==> config.mk <==
export PLATFORM = sky130hd
export DESIGN_NAME = radio_irq_merge
export DESIGN_NICKNAME = d
export VERILOG_FILES = /design/src/rtl/radio_irq_pkg.sv /design/src/rtl/irq_src_bank.sv /design/src/rtl/irq_reg_port.sv /design/src/rtl/irq_pin_drv.sv /design/src/rtl/radio_irq_merge.sv
export SDC_FILE = /design/constraint.sdc
export NUM_CORES = 1
export LEC_CHECK = 0
export ABC_AREA = 1
export BUFFER_PORTS_ARGS = -buffer_cell sky130_fd_sc_hd__buf_2
export CAP_MARGIN = 20
export CORE_MARGIN = 3
export CORE_UTILIZATION = 59
export CTS_CLUSTER_SIZE = 14
export DETAILED_ROUTE_END_ITERATION = 10
export PLACE_DENSITY = 0.84
export SETUP_SLACK_MARGIN = 0.2
export SYNTH_ARGS = -nofsm -noshare
export SYNTH_HDL_FRONTEND = slang
export SYNTH_HIERARCHICAL = 1
export SYNTH_SLANG_ARGS = --single-unit
==> constraint.sdc <==
create_clock -name clk -period 4.4 [get_ports clk]
set_clock_uncertainty 0.15 [all_clocks]
set_input_delay 0.88 -clock clk [delete_from_list [all_inputs] [get_ports clk]]
set_output_delay 0.88 -clock clk [all_outputs]
set_load 0.01 [all_outputs]
==> src/rtl/radio_irq_pkg.sv <==
// Package: shared mode encoding, register addresses and pin configuration type
// for the mode-gated interrupt merge. Assumes a 3-bit register address space.
package radio_irq_pkg;

    typedef enum logic [1:0] {
        MODE_IDLE = 2'b00,
        MODE_TX   = 2'b01,
        MODE_RX   = 2'b10,
        MODE_RSVD = 2'b11
    } radio_mode_e;

    localparam int GROUPS   = 3;
    localparam int GRP_TX   = 0;
    localparam int GRP_RX   = 1;
    localparam int GRP_SYS  = 2;

    // Enable registers sit at 0..2, status registers at 3..5, config at 6.
    localparam int ENABLE_BASE = 0;
    localparam int STATUS_BASE = 3;
    localparam int CONFIG_ADDR = 6;

    typedef struct packed {
        logic open_drain;
        logic act_high;
    } pin_cfg_t;

endpackage

==> src/rtl/irq_src_bank.sv <==
// Module: one interrupt group. It holds the enable register and the sticky
// status register for SRC_N sources and raises a request when an enabled,
// set source exists and the group gate is open.
// Assumes: event pulses are synchronous to clk; SRC_N <= DATA_W.
module irq_src_bank #(
    parameter int SRC_N  = 4,
    parameter int DATA_W = 8
) (
    input  logic              clk,
    input  logic              rst_n,
    input  logic [SRC_N-1:0]  ev_i,
    input  logic              en_we_i,
    input  logic [DATA_W-1:0] wdata_i,
    input  logic              st_rd_i,
    input  logic              gate_i,
    output logic [DATA_W-1:0] en_o,
    output logic [DATA_W-1:0] st_o,
    output logic              req_o
);

    logic [SRC_N-1:0] en_q;
    logic [SRC_N-1:0] st_q;
    logic [SRC_N-1:0] pend;

    // Enable register: loaded only by an explicit write, keeps existing bits.
    always_ff @(posedge clk) begin
        if (!rst_n)
            en_q <= '0;
        else if (en_we_i)
            en_q <= wdata_i[SRC_N-1:0];
    end

    // Sticky status: a read clears, but an event in the same cycle wins.
    always_ff @(posedge clk) begin
        if (!rst_n)
            st_q <= '0;
        else
            st_q <= (st_rd_i ? '0 : st_q) | ev_i;
    end

    // Request: any set and enabled source, passed through the mode gate.
    always_comb begin
        pend  = st_q & en_q;
        req_o = gate_i && (pend != '0);
        en_o  = DATA_W'(en_q);
        st_o  = DATA_W'(st_q);
    end

    assert_sticky_R2: assert property (@(posedge clk) disable iff (!rst_n)
        (ev_i != '0) |=> ((st_q & $past(ev_i)) == $past(ev_i)));

    assert_hold_R3: assert property (@(posedge clk) disable iff (!rst_n)
        (!st_rd_i) |=> ((st_q & $past(st_q)) == $past(st_q)));

    assert_clear_R3: assert property (@(posedge clk) disable iff (!rst_n)
        (st_rd_i && ev_i == '0) |=> (st_q == '0));

    assert_en_kept_R6: assert property (@(posedge clk) disable iff (!rst_n)
        (!en_we_i) |=> $stable(en_q));

    assert_gate_R5: assert property (@(posedge clk) disable iff (!rst_n)
        (!gate_i) |-> !req_o);

endmodule

==> src/rtl/irq_reg_port.sv <==
// Module: register access port. It decodes write and read strobes into
// per-group enable loads and status clears, holds the pin configuration,
// and returns read data one cycle after the read strobe.
// Assumes: one access per strobe; a write to a status address is dropped.
module irq_reg_port
    import radio_irq_pkg::*;
#(
    parameter int DATA_W = 8,
    parameter int ADDR_W = 3
) (
    input  logic                           clk,
    input  logic                           rst_n,
    input  logic                           wr_i,
    input  logic                           rd_i,
    input  logic [ADDR_W-1:0]              addr_i,
    input  logic [DATA_W-1:0]              wdata_i,
    input  logic [GROUPS-1:0][DATA_W-1:0]  en_i,
    input  logic [GROUPS-1:0][DATA_W-1:0]  st_i,
    output logic [GROUPS-1:0]              en_we_o,
    output logic [GROUPS-1:0]              st_rd_o,
    output pin_cfg_t                       cfg_o,
    output logic [DATA_W-1:0]              rdata_o
);

    pin_cfg_t          cfg_q;
    logic              cfg_we;
    logic [DATA_W-1:0] rd_mux;

    // Strobe decode: one enable load or status clear per group address.
    always_comb begin
        for (int g = 0; g < GROUPS; g++) begin
            en_we_o[g] = wr_i && (addr_i == ADDR_W'(ENABLE_BASE + g));
            st_rd_o[g] = rd_i && (addr_i == ADDR_W'(STATUS_BASE + g));
        end
        cfg_we = wr_i && (addr_i == ADDR_W'(CONFIG_ADDR));
    end

    // Configuration register: polarity and drive style.
    always_ff @(posedge clk) begin
        if (!rst_n)
            cfg_q <= '0;
        else if (cfg_we)
            cfg_q <= pin_cfg_t'(wdata_i[1:0]);
    end

    // Read mux: pre-clear values, unused addresses read zero.
    always_comb begin
        rd_mux = '0;
        for (int g = 0; g < GROUPS; g++) begin
            if (addr_i == ADDR_W'(ENABLE_BASE + g)) rd_mux = en_i[g];
            if (addr_i == ADDR_W'(STATUS_BASE + g)) rd_mux = st_i[g];
        end
        if (addr_i == ADDR_W'(CONFIG_ADDR)) rd_mux = DATA_W'(cfg_q);
    end

    // Read data register: captured on the read strobe.
    always_ff @(posedge clk) begin
        if (!rst_n)
            rdata_o <= '0;
        else if (rd_i)
            rdata_o <= rd_mux;
    end

    assign cfg_o = cfg_q;

    assert_one_clear_R3: assert property (@(posedge clk) disable iff (!rst_n)
        $onehot0(st_rd_o));

    assert_cfg_kept_R10: assert property (@(posedge clk) disable iff (!rst_n)
        (!cfg_we) |=> $stable(cfg_q));

endmodule

==> src/rtl/irq_pin_drv.sv <==
// Module: pin driver. It applies the polarity after the merge and emulates
// open-drain by driving only the asserted level through the output enable.
// Assumes: active_i is the merged interrupt request, active-high.
module irq_pin_drv
    import radio_irq_pkg::*;
(
    input  logic     clk,
    input  logic     rst_n,
    input  logic     active_i,
    input  pin_cfg_t cfg_i,
    output logic     level_o,
    output logic     oe_o
);

    // Drive selection: push-pull always drives, open-drain only when asserting.
    always_comb begin
        if (cfg_i.open_drain) begin
            level_o = cfg_i.act_high;
            oe_o    = active_i;
        end else begin
            level_o = active_i ? cfg_i.act_high : !cfg_i.act_high;
            oe_o    = 1'b1;
        end
    end

    assert_pp_drive_R9: assert property (@(posedge clk) disable iff (!rst_n)
        (!cfg_i.open_drain) |-> oe_o);

    assert_od_release_R9: assert property (@(posedge clk) disable iff (!rst_n)
        (cfg_i.open_drain && !active_i) |-> !oe_o);

    assert_idle_level_R8: assert property (@(posedge clk) disable iff (!rst_n)
        (!cfg_i.open_drain && !active_i) |-> (level_o != cfg_i.act_high));

endmodule

==> src/rtl/radio_irq_merge.sv <==
// Module: top of the mode-gated shared interrupt controller. It instantiates
// one source bank per group, derives the group gates from the radio mode,
// ORs the requests and hands the result to the pin driver.
// Assumes: N_TX, N_RX and N_SYS are each no larger than DATA_W.
module radio_irq_merge
    import radio_irq_pkg::*;
#(
    parameter int N_TX   = 4,
    parameter int N_RX   = 4,
    parameter int N_SYS  = 3,
    parameter int DATA_W = 8,
    parameter int ADDR_W = 3
) (
    input  logic              clk,
    input  logic              rst_n,
    input  logic [1:0]        radio_mode_i,
    input  logic [N_TX-1:0]   tx_event_i,
    input  logic [N_RX-1:0]   rx_event_i,
    input  logic [N_SYS-1:0]  sys_event_i,
    input  logic              reg_wr_i,
    input  logic              reg_rd_i,
    input  logic [ADDR_W-1:0] reg_addr_i,
    input  logic [DATA_W-1:0] reg_wdata_i,
    output logic [DATA_W-1:0] reg_rdata_o,
    output logic              irq_level_o,
    output logic              irq_oe_o
);

    radio_mode_e                   mode;
    logic [GROUPS-1:0][DATA_W-1:0] ev_pad;
    logic [GROUPS-1:0][DATA_W-1:0] en_w;
    logic [GROUPS-1:0][DATA_W-1:0] st_w;
    logic [GROUPS-1:0]             en_we;
    logic [GROUPS-1:0]             st_rd;
    logic [GROUPS-1:0]             gate;
    logic [GROUPS-1:0]             req;
    logic                          irq_active;
    pin_cfg_t                      cfg;

    // Event padding and mode gating: system group is never gated.
    always_comb begin
        mode          = radio_mode_e'(radio_mode_i);
        ev_pad[GRP_TX]  = DATA_W'(tx_event_i);
        ev_pad[GRP_RX]  = DATA_W'(rx_event_i);
        ev_pad[GRP_SYS] = DATA_W'(sys_event_i);
        gate[GRP_TX]    = (mode != MODE_RX);
        gate[GRP_RX]    = (mode != MODE_TX);
        gate[GRP_SYS]   = 1'b1;
    end

    for (genvar g = 0; g < GROUPS; g++) begin : g_bank
        localparam int W = (g == GRP_TX) ? N_TX : (g == GRP_RX) ? N_RX : N_SYS;
        irq_src_bank #(
            .SRC_N  (W),
            .DATA_W (DATA_W)
        ) bank_i (
            .clk     (clk),
            .rst_n   (rst_n),
            .ev_i    (ev_pad[g][W-1:0]),
            .en_we_i (en_we[g]),
            .wdata_i (reg_wdata_i),
            .st_rd_i (st_rd[g]),
            .gate_i  (gate[g]),
            .en_o    (en_w[g]),
            .st_o    (st_w[g]),
            .req_o   (req[g])
        );
    end

    irq_reg_port #(
        .DATA_W (DATA_W),
        .ADDR_W (ADDR_W)
    ) regs_i (
        .clk     (clk),
        .rst_n   (rst_n),
        .wr_i    (reg_wr_i),
        .rd_i    (reg_rd_i),
        .addr_i  (reg_addr_i),
        .wdata_i (reg_wdata_i),
        .en_i    (en_w),
        .st_i    (st_w),
        .en_we_o (en_we),
        .st_rd_o (st_rd),
        .cfg_o   (cfg),
        .rdata_o (reg_rdata_o)
    );

    // Merge: one shared request from all group requests.
    assign irq_active = |req;

    irq_pin_drv pin_i (
        .clk      (clk),
        .rst_n    (rst_n),
        .active_i (irq_active),
        .cfg_i    (cfg),
        .level_o  (irq_level_o),
        .oe_o     (irq_oe_o)
    );

    assert_sys_ungated_R7: assert property (@(posedge clk) disable iff (!rst_n)
        req[GRP_SYS] |-> irq_active);

    assert_tx_masks_rx_R5: assert property (@(posedge clk) disable iff (!rst_n)
        (mode == MODE_TX) |-> !req[GRP_RX]);

endmodule

-- Word level (Yosys, flattened, before mapping)
Cells that the tools add are included.
- flip-flop bits (word level): 32
- bits in latches: 0
- RAM bits: 0
- bits in read-only memories: 0
- bits of input ports: 28
- output and inout port bits: 10
- logic and storage cells: 51
- memories kept: 0
- add/sub/neg operators: 0
- multipliers: 0
- div/mod/pow operators: 0
- order comparisons: 0
- eq/ne operators: 8
- shift-type cells: 0
- mux-type cells: 13
- bitwise logic cells: 6
- reduce and logical (&&, ||, !) cells: 15
- operators with widths (cell ; count):
    $mux W4 ; 9
    $eq A3 B3 Y1 const B ; 3
    $logic_and A1 B1 Y1 ; 9
    $and A4 B4 Y4 ; 2
    $or A4 B4 Y4 ; 2
    $reduce_bool A4 Y1 ; 2
    $eq A3 B2 Y1 const B ; 2
    $and A3 B3 Y3 ; 1
    $eq A3 B1 Y1 const B ; 1
    $logic_not A3 Y1 ; 1
    $mux W1 ; 3
    $mux W3 ; 1
    $or A3 B3 Y3 ; 1
    $reduce_bool A3 Y1 ; 1
    $reduce_or A3 Y1 ; 1
    $ne A2 B1 Y1 const B ; 1
    $ne A2 B2 Y1 const B ; 1
    $logic_not A1 Y1 ; 1

-- Depth between registers and ports, before layout
Gate-level depths: netlist (run 1).
- word-level depth: 8
- depth in mapped cells: 10
- gate-level depth less buffers: 10

-- By module
Netlist (run 1), hierarchy kept.
- modules (own cells, without submodules) (module ; instances ; cells each ; area an instance (µm²) ; seq. area each (µm²)):
    irq_reg_port ; 1 ; 145 ; 880.8 ; 200.2
    irq_src_bank (g_bank[0].bank_i ...) ; 2 ; 49 ; 354.1 ; 160.2
    irq_src_bank (g_bank[2].bank_i) ; 1 ; 41 ; 297.8 ; 120.1
    irq_pin_drv ; 1 ; 9 ; 33.8 ; 0.0
    radio_irq_merge ; 1 ; 8 ; 30.0 ; 0.0

-- Worst setup path after synthesis (run 1)
OpenSTA, ideal clock, no wires.
- path type: input port to output port
- from: input port radio_mode_i[1]
- to: output port irq_level_o
- arrival: 1.473 ns
- required time: 3.370 ns
- setup slack: 1.897 ns
- stages on the path: 9
- path buffers: 0
- path through: inv_1 -> nand2_1 -> inv_1 -> nor2_1 -> nor2_1 -> nand2_1 -> nor2_1 -> nor2_1 -> nor2_1
- word-level cells in the longest chain between the ends: 5
- elaborated cells on any way between the ends: 7
- classes of those cells: eq/ne: 2; mux: 2; reduce/logical: 3
- ends and longest elaborated chain (element ; line ; source):
    from (decl) ; radio_irq_merge.sv:16 ; input logic [1:0] radio_mode_i,
    $ne A2 B1 Y1 ; radio_irq_merge.sv:47 ; gate[GRP_RX] = (mode != MODE_TX);
    via gate[1] ; radio_irq_merge.sv:35 ; logic [GROUPS-1:0] gate;
    $logic_and A1 B1 Y1 ; irq_src_bank.sv:44 ; req_o = gate_i && (pend != '0);
    via req[1] ; radio_irq_merge.sv:36 ; logic [GROUPS-1:0] req;
    $reduce_or A3 Y1 ; radio_irq_merge.sv:89 ; assign irq_active = |req;
    via irq_active ; radio_irq_merge.sv:37 ; logic irq_active;
    $mux W1 ; irq_pin_drv.sv:21 ; level_o = active_i ? cfg_i.act_high : !cfg_i.act_high;
    $mux W1 ; irq_pin_drv.sv:17 ; if (cfg_i.open_drain) begin
    to (decl) ; radio_irq_merge.sv:25 ; output logic irq_level_o,
The timed path passes the listed nets, and every way through them passes these cells.

-- Final worst setup path (run 1)
Ends and elaborated chain as after synthesis.

==> flow_summary.json, run 1 <==
{
  "cts-htree-levels": 2,
  "clockRootBuffer": "clkbuf_4",
  "postCtsHoldBufs": 0,
  "finalNonFillerCells": 379,
  "grt_usage": 0.225,
  "rows": 20,
  "cp.required_ps": 3370,
  "syn2layout_area_growth_pct": 6.35,
  "cts_buffers": 5,
  "worstMarginPinSlew_ps": 791,
  "setup_violations": 0,
  "slew_headroom": 0.468,
  "portBuffers": 33,
  "final_nets": 363,
  "p_leak_nw": 1.04,
  "wl_per_cell_um": 10.8,
  "yosysWarningCount": 6,
  "seq_area_frac_synth": 0.328,
  "initial_utilization": 0.629,
  "core_um2": 3100,
  "tritoncts": "built",
  "crit_arrival_ps": 1750,
  "synth.avg_cell_area_um2": 6.48,
  "worstPathMaxFanout": 2,
  "routed_wl_um": 4080,
  "fp.dieH_um": 63.5,
  "post_cts_resized": 0,
  "synth_cells": 301,
  "die_w_um": 63.5,
  "worstSetupPathType": "in2out",
  "drt-pass1-iter-count": 4,
  "synth.area.top_cells": "dfxtp_1 33%, nor2_1 12%, buf_4 10%",
  "start_kind": "input port",
  "ios": 38,
  "status": "completed",
  "grt_max_degree": 20,
  "min_period_ps": 2780,
  "antenna_found_initial": 0,
  "gp_congestion": 0.875,
  "cts.sink_count": 32,
  "drive_gt1_frac": 0.146,
  "overflow": 0,
  "post_cts_buffers": 0,
  "yosysTopAreaCell": "dfxtp_1",
  "drv_cap": 0,
  "die-area_um2": 4030,
  "power_density_nw_per_um2": 273,
  "vias": 1847,
  "vias_per_cell": 4.87,
  "drc": 0,
  "finalSetupTns_ps": 0,
  "final_hold_viol_count": 0,
  "end_kind": "output pin",
  "maxClockFrequency_mhz": 360,
  "cts.path.max_buffers": 2,
  "synth_area_um2": 1950,
  "ys_ff_latch": 32,
  "dp_hpwl_um": 3150,
  "antennaDiodeCount": 0,
  "clk_pin_slew_ps": 90,
  "dpl.cell_count": 372,
  "synth.distinct_cells": 21,
  "grt_pass1_vias": 1677,
  "slew_violations": 0,
  "vdd_drop_max_mv": 0.230,
  "drt_iter0_drc": 112,
  "finalCritPeriodShare": 0.632,
  "ant_nets": 0,
  "clock_latency_ps": 330,
  "rsz0062_at_grt": "false",
  "synth_top_area_frac": 0.328,
  "hold_path.class": "reg2reg",
  "grt_pass1_wl_um": 7220
}
==> critical path, stage by stage <==
cell,delay [ps]
buf_2,100
inv_1,40
nand2_1,40
inv_1,40
nor2_1,30
nor2_1,140
nand2_1,80
nor2_1,120
nor2_1,50
nor2_1,90
buf_2,130
==> path summary, 6_finish.rpt <==
kind / from / to / slack, ps / depth (start not counted)
worst max-delay path: radio_mode_i[1] / irq_level_o / 1620 / 11
worst min-delay path: regs_i/rdata_o[5]$_SDFFE_PN0P_ / regs_i/rdata_o[5]$_SDFFE_PN0P_ / 310 / 2
worst max register to register: g_bank[0].bank_i/en_q[0]$_SDFFE_PN0P_ / regs_i/rdata_o[0]$_SDFFE_PN0P_ / 3230 / 6
worst min register to register: regs_i/rdata_o[5]$_SDFFE_PN0P_ / regs_i/rdata_o[5]$_SDFFE_PN0P_ / 310 / 2
==> cells by family (layout without fill, tap and decap cells) <==
kind of cell | after synthesis | in the layout | share of synthesized area
flops | 32 | 32 | 0.328
compound gates | 53 | 53 | 0.136
other cells | 4 | 27 | 0.00769
buf+inv | 67 | 78 | 0.193
simple gates | 145 | 145 | 0.335
==> cell usage in the layout (no fill, tap or decap), drive strengths merged <==
master  instances
clkinv          2
o21ai          24
nand3          17
nand4           5
nor3            2
nor4            2
nand3b          1
nand2          52
conb           27
clkbuf          6
nor2           65
inv            37
dfxtp          32
a21oi          29
or2             1
buf            33
==> Yosys cell counts <==
cell type / count
a21oi_1: 29
buf_4: 26
buf_6: 3
clkinv_1: 1
conb_1: 4
dfxtp_1: 32
inv_1: 33
inv_2: 3
inv_6: 1
nand2_1: 52
nand3_1: 15
nand3_2: 2
nand3b_4: 1
nand4_1: 5
nor2_1: 64
nor2_8: 1
nor3_4: 2
nor4_1: 2
o21ai_0: 23
o21ai_1: 1
or2_0: 1
==> routing by layer <==
layer / wire length (µm) / track usage / vias up
li1: - / - / 975
met1: 1870 / 0.287 / 818
met2: 1930 / 0.372 / 47
met3: 224 / 0.0553 / 7
met4: 57 / 0.0701 / 0
met5: 0 / 0 / -
==> flip-flops by register name, indices dropped and copies added (netlist names) <==
signal and flops:
g_bank.bank_i/en_q 11, g_bank.bank_i/st_q 11, regs_i/rdata_o 8, regs_i/cfg_o 2
==> final cells by class <==
class                   instances  area [µm²]
inverters                      38         148
clock inverters                 1        5.00
fillers                       331        1030
well taps                      44        55.1
multi-input cells             225        1020
flip-flops and latches         32         641
clock buffers                   6        41.3
repair buffers                 33         165
==> metrics by stage <==
stage | setup WS [ps] | util | power [mW] | hold slack, ps | area (µm²)
finish | 1620 | 0.669 | 0.566 | 313 | 2070
global route | 1470 | 0.669 | 0.602 | 356 | 2070
CTS | 1600 | 0.669 | 0.569 | 317 | 2070
detailed placement | 1610 | 0.654 | 0.418 | 302 | 2030
global placement | 1660 | 0.654 | 0.415 | 300 | 2030
floorplan | 1900 | - | 0.403 | 302 | 2040
==> power breakdown <==
part           internal, mW  switching (mW)  total, mW
Sequential            0.305          0.0110      0.316
Combinational        0.0356          0.0615     0.0971
Clock                0.0587          0.0938      0.153
Total                 0.400           0.166      0.566
(Power assumes the default switching activity.)
==> run 2, diff against run 1 <==
CORE_UTILIZATION = 55   (was 59)
PLACE_DENSITY = 0.8   (was 0.84)
clock period = 2.85 ns   (was 4.4 ns; I/O delays follow)
==> flow_summary.json, run 2 (synthesis gave the netlist of run 1 again) <==
{
  "r2r_start": "g_bank[0].bank_i/en_q[0]$_SDFFE_PN0P_",
  "wl_per_cell_um": 10.5,
  "grt_pass1_vias": 1656,
  "clk_pin_slew_ps": 100,
  "grt_max_degree": 20,
  "p_leak_nw": 1.06,
  "crit_arrival_ps": 1540,
  "clock_latency_ps": 320,
  "post_cts_resized": 0,
  "vdd_drop_max_mv": 0.294,
  "antenna_found_initial": 0,
  "finalCritPeriodShare": 0.792,
  "setup_violations": 0,
  "slew_violations": 0,
  "gp_congestion": 0.830,
  "grt_usage": 0.208,
  "postCtsHoldBufs": 0,
  "final_common_cell": "nor2_1",
  "layout_common_cells": "64 x nor2_1, 52 x nand2_1, 33 x inv_1, 33 x buf_2, 32 x dfxtp_1",
  "reg.largest.list": "g_bank.bank_i/en_q (11), g_bank.bank_i/st_q (11), regs_i/rdata_o (8)",
  "maxClockFrequency_mhz": 443,
  "cts-htree-levels": 2,
  "drv_cap": 0,
  "dp_hpwl_um": 3140,
  "post_cts_buffers": 0,
  "dpl.cell_count": 373,
  "ios": 38,
  "core_um2": 3200,
  "vias_per_cell": 4.77,
  "reg2regPathDepth": 6,
  "fillers": 332,
  "routed_wl_um": 4000,
  "drive_gt1_frac": 0.151,
  "r2r_setup_slack_ps": 1710,
  "cts.sink_count": 32,
  "min_period_ps": 2260,
  "die_w_um": 65.6,
  "overflow": 0,
  "worstSetupPathType": "reg2out",
  "cp.required_ps": 2130,
  "syn2layout_area_growth_pct": 8.27,
  "rsz0062_at_grt": "false",
  "fp.dieH_um": 65.6,
  "setup_slack_ps": 592,
  "end_kind": "output pin",
  "antennaDiodeCount": 0,
  "timing.hold.ws_ps": 297,
  "startpoint": "g_bank[1].bank_i/st_q[1]$_SDFF_PN0_",
  "status": "completed",
  "p_total_uw": 969,
  "finalSetupTns_ps": 0,
  "initial_utilization": 0.609,
  "start_kind": "flop",
  "grt_pass1_wl_um": 6910,
  "vias": 1817,
  "cp-endpoint": "irq_level_o",
  "portBuffers": 33,
  "power_density_nw_per_um2": 459,
  "final_hold_viol_count": 0,
  "final_nets": 364,
  "die-area_um2": 4300,
  "drc": 0,
  "drt-pass1-iter-count": 4,
  "finalNonFillerCells": 381,
  "drt_iter0_drc": 82,
  "place_ws_ps": 716,
  "cts_buffers": 5,
  "hold_path.class": "in2reg",
  "worstPathMaxFanout": 3,
  "ant_nets": 0,
  "tritoncts": "built",
  "rows": 20,
  "cts.path.max_buffers": 2,
  "clockRootBuffer": "clkbuf_4",
  "reg2reg_to": "regs_i/rdata_o[0]$_SDFFE_PN0P_"
}
## run 2: routing by layer
layer | share of wire | track usage | vias to the layer above
li1 | - | - | 975
met5 | 0 | 0 | -
met3 | 0.055 | 0.0513 | 2
met1 | 0.47 | 0.261 | 798
met4 | 0.0060 | 0.0544 | 0
met2 | 0.46 | 0.355 | 42
## run 2: worst min path at each step
stage | from | end | cells past startpoint
2_1_floorplan | regs_i/cfg_o[0]$_SDFFE_PN0P_ | regs_i/cfg_o[0]$_SDFFE_PN0P_ | 2
3_3_place_gp | regs_i/rdata_o[7]$_SDFFE_PN0P_ | regs_i/rdata_o[7]$_SDFFE_PN0P_ | 2
3_5_place_dp | regs_i/rdata_o[7]$_SDFFE_PN0P_ | regs_i/rdata_o[7]$_SDFFE_PN0P_ | 2
4_1_cts | tx_event_i[0] | g_bank[0].bank_i/st_q[0]$_SDFF_PN0_ | 3
5_1_grt | tx_event_i[0] | g_bank[0].bank_i/st_q[0]$_SDFF_PN0_ | 3
6_report | sys_event_i[2] | g_bank[2].bank_i/st_q[2]$_SDFF_PN0_ | 3
## run 2: critical path: stages, from the launching register on
cell	delay, ps
dfxtp_1	350
nand2_1	70
nand2_1	50
nor2_1	120
nor2_1	50
nor2_1	120
nand2_1	80
nor2_1	110
nor2_1	50
nor2_1	80
buf_2	130
## run 2: area by class of cell
class,instances,area [µm²],area share
timing repair buffer,34,173,0.0818
tap,44,55.1,0.0261
multi-input combinational,225,1020,0.483
clock inverter,2,35.0,0.0166
clock buffer,6,41.3,0.0195
sequential,32,641,0.303
inverter,38,148,0.0699
## run 2: power breakdown
part           internal, mW  switching [mW]  total (mW)
logic                0.0554          0.0938       0.149
registers             0.471          0.0166       0.488
clock network         0.184           0.148       0.332
total                 0.711           0.258       0.969
## run 2: through the flow
stage | area [µm²] | util
2_1_floorplan | 2040 | -
3_3_place_gp | 2040 | 0.636
3_5_place_dp | 2040 | 0.636
4_1_cts | 2110 | 0.659
5_1_grt | 2110 | 0.659
6_report | 2110 | 0.659
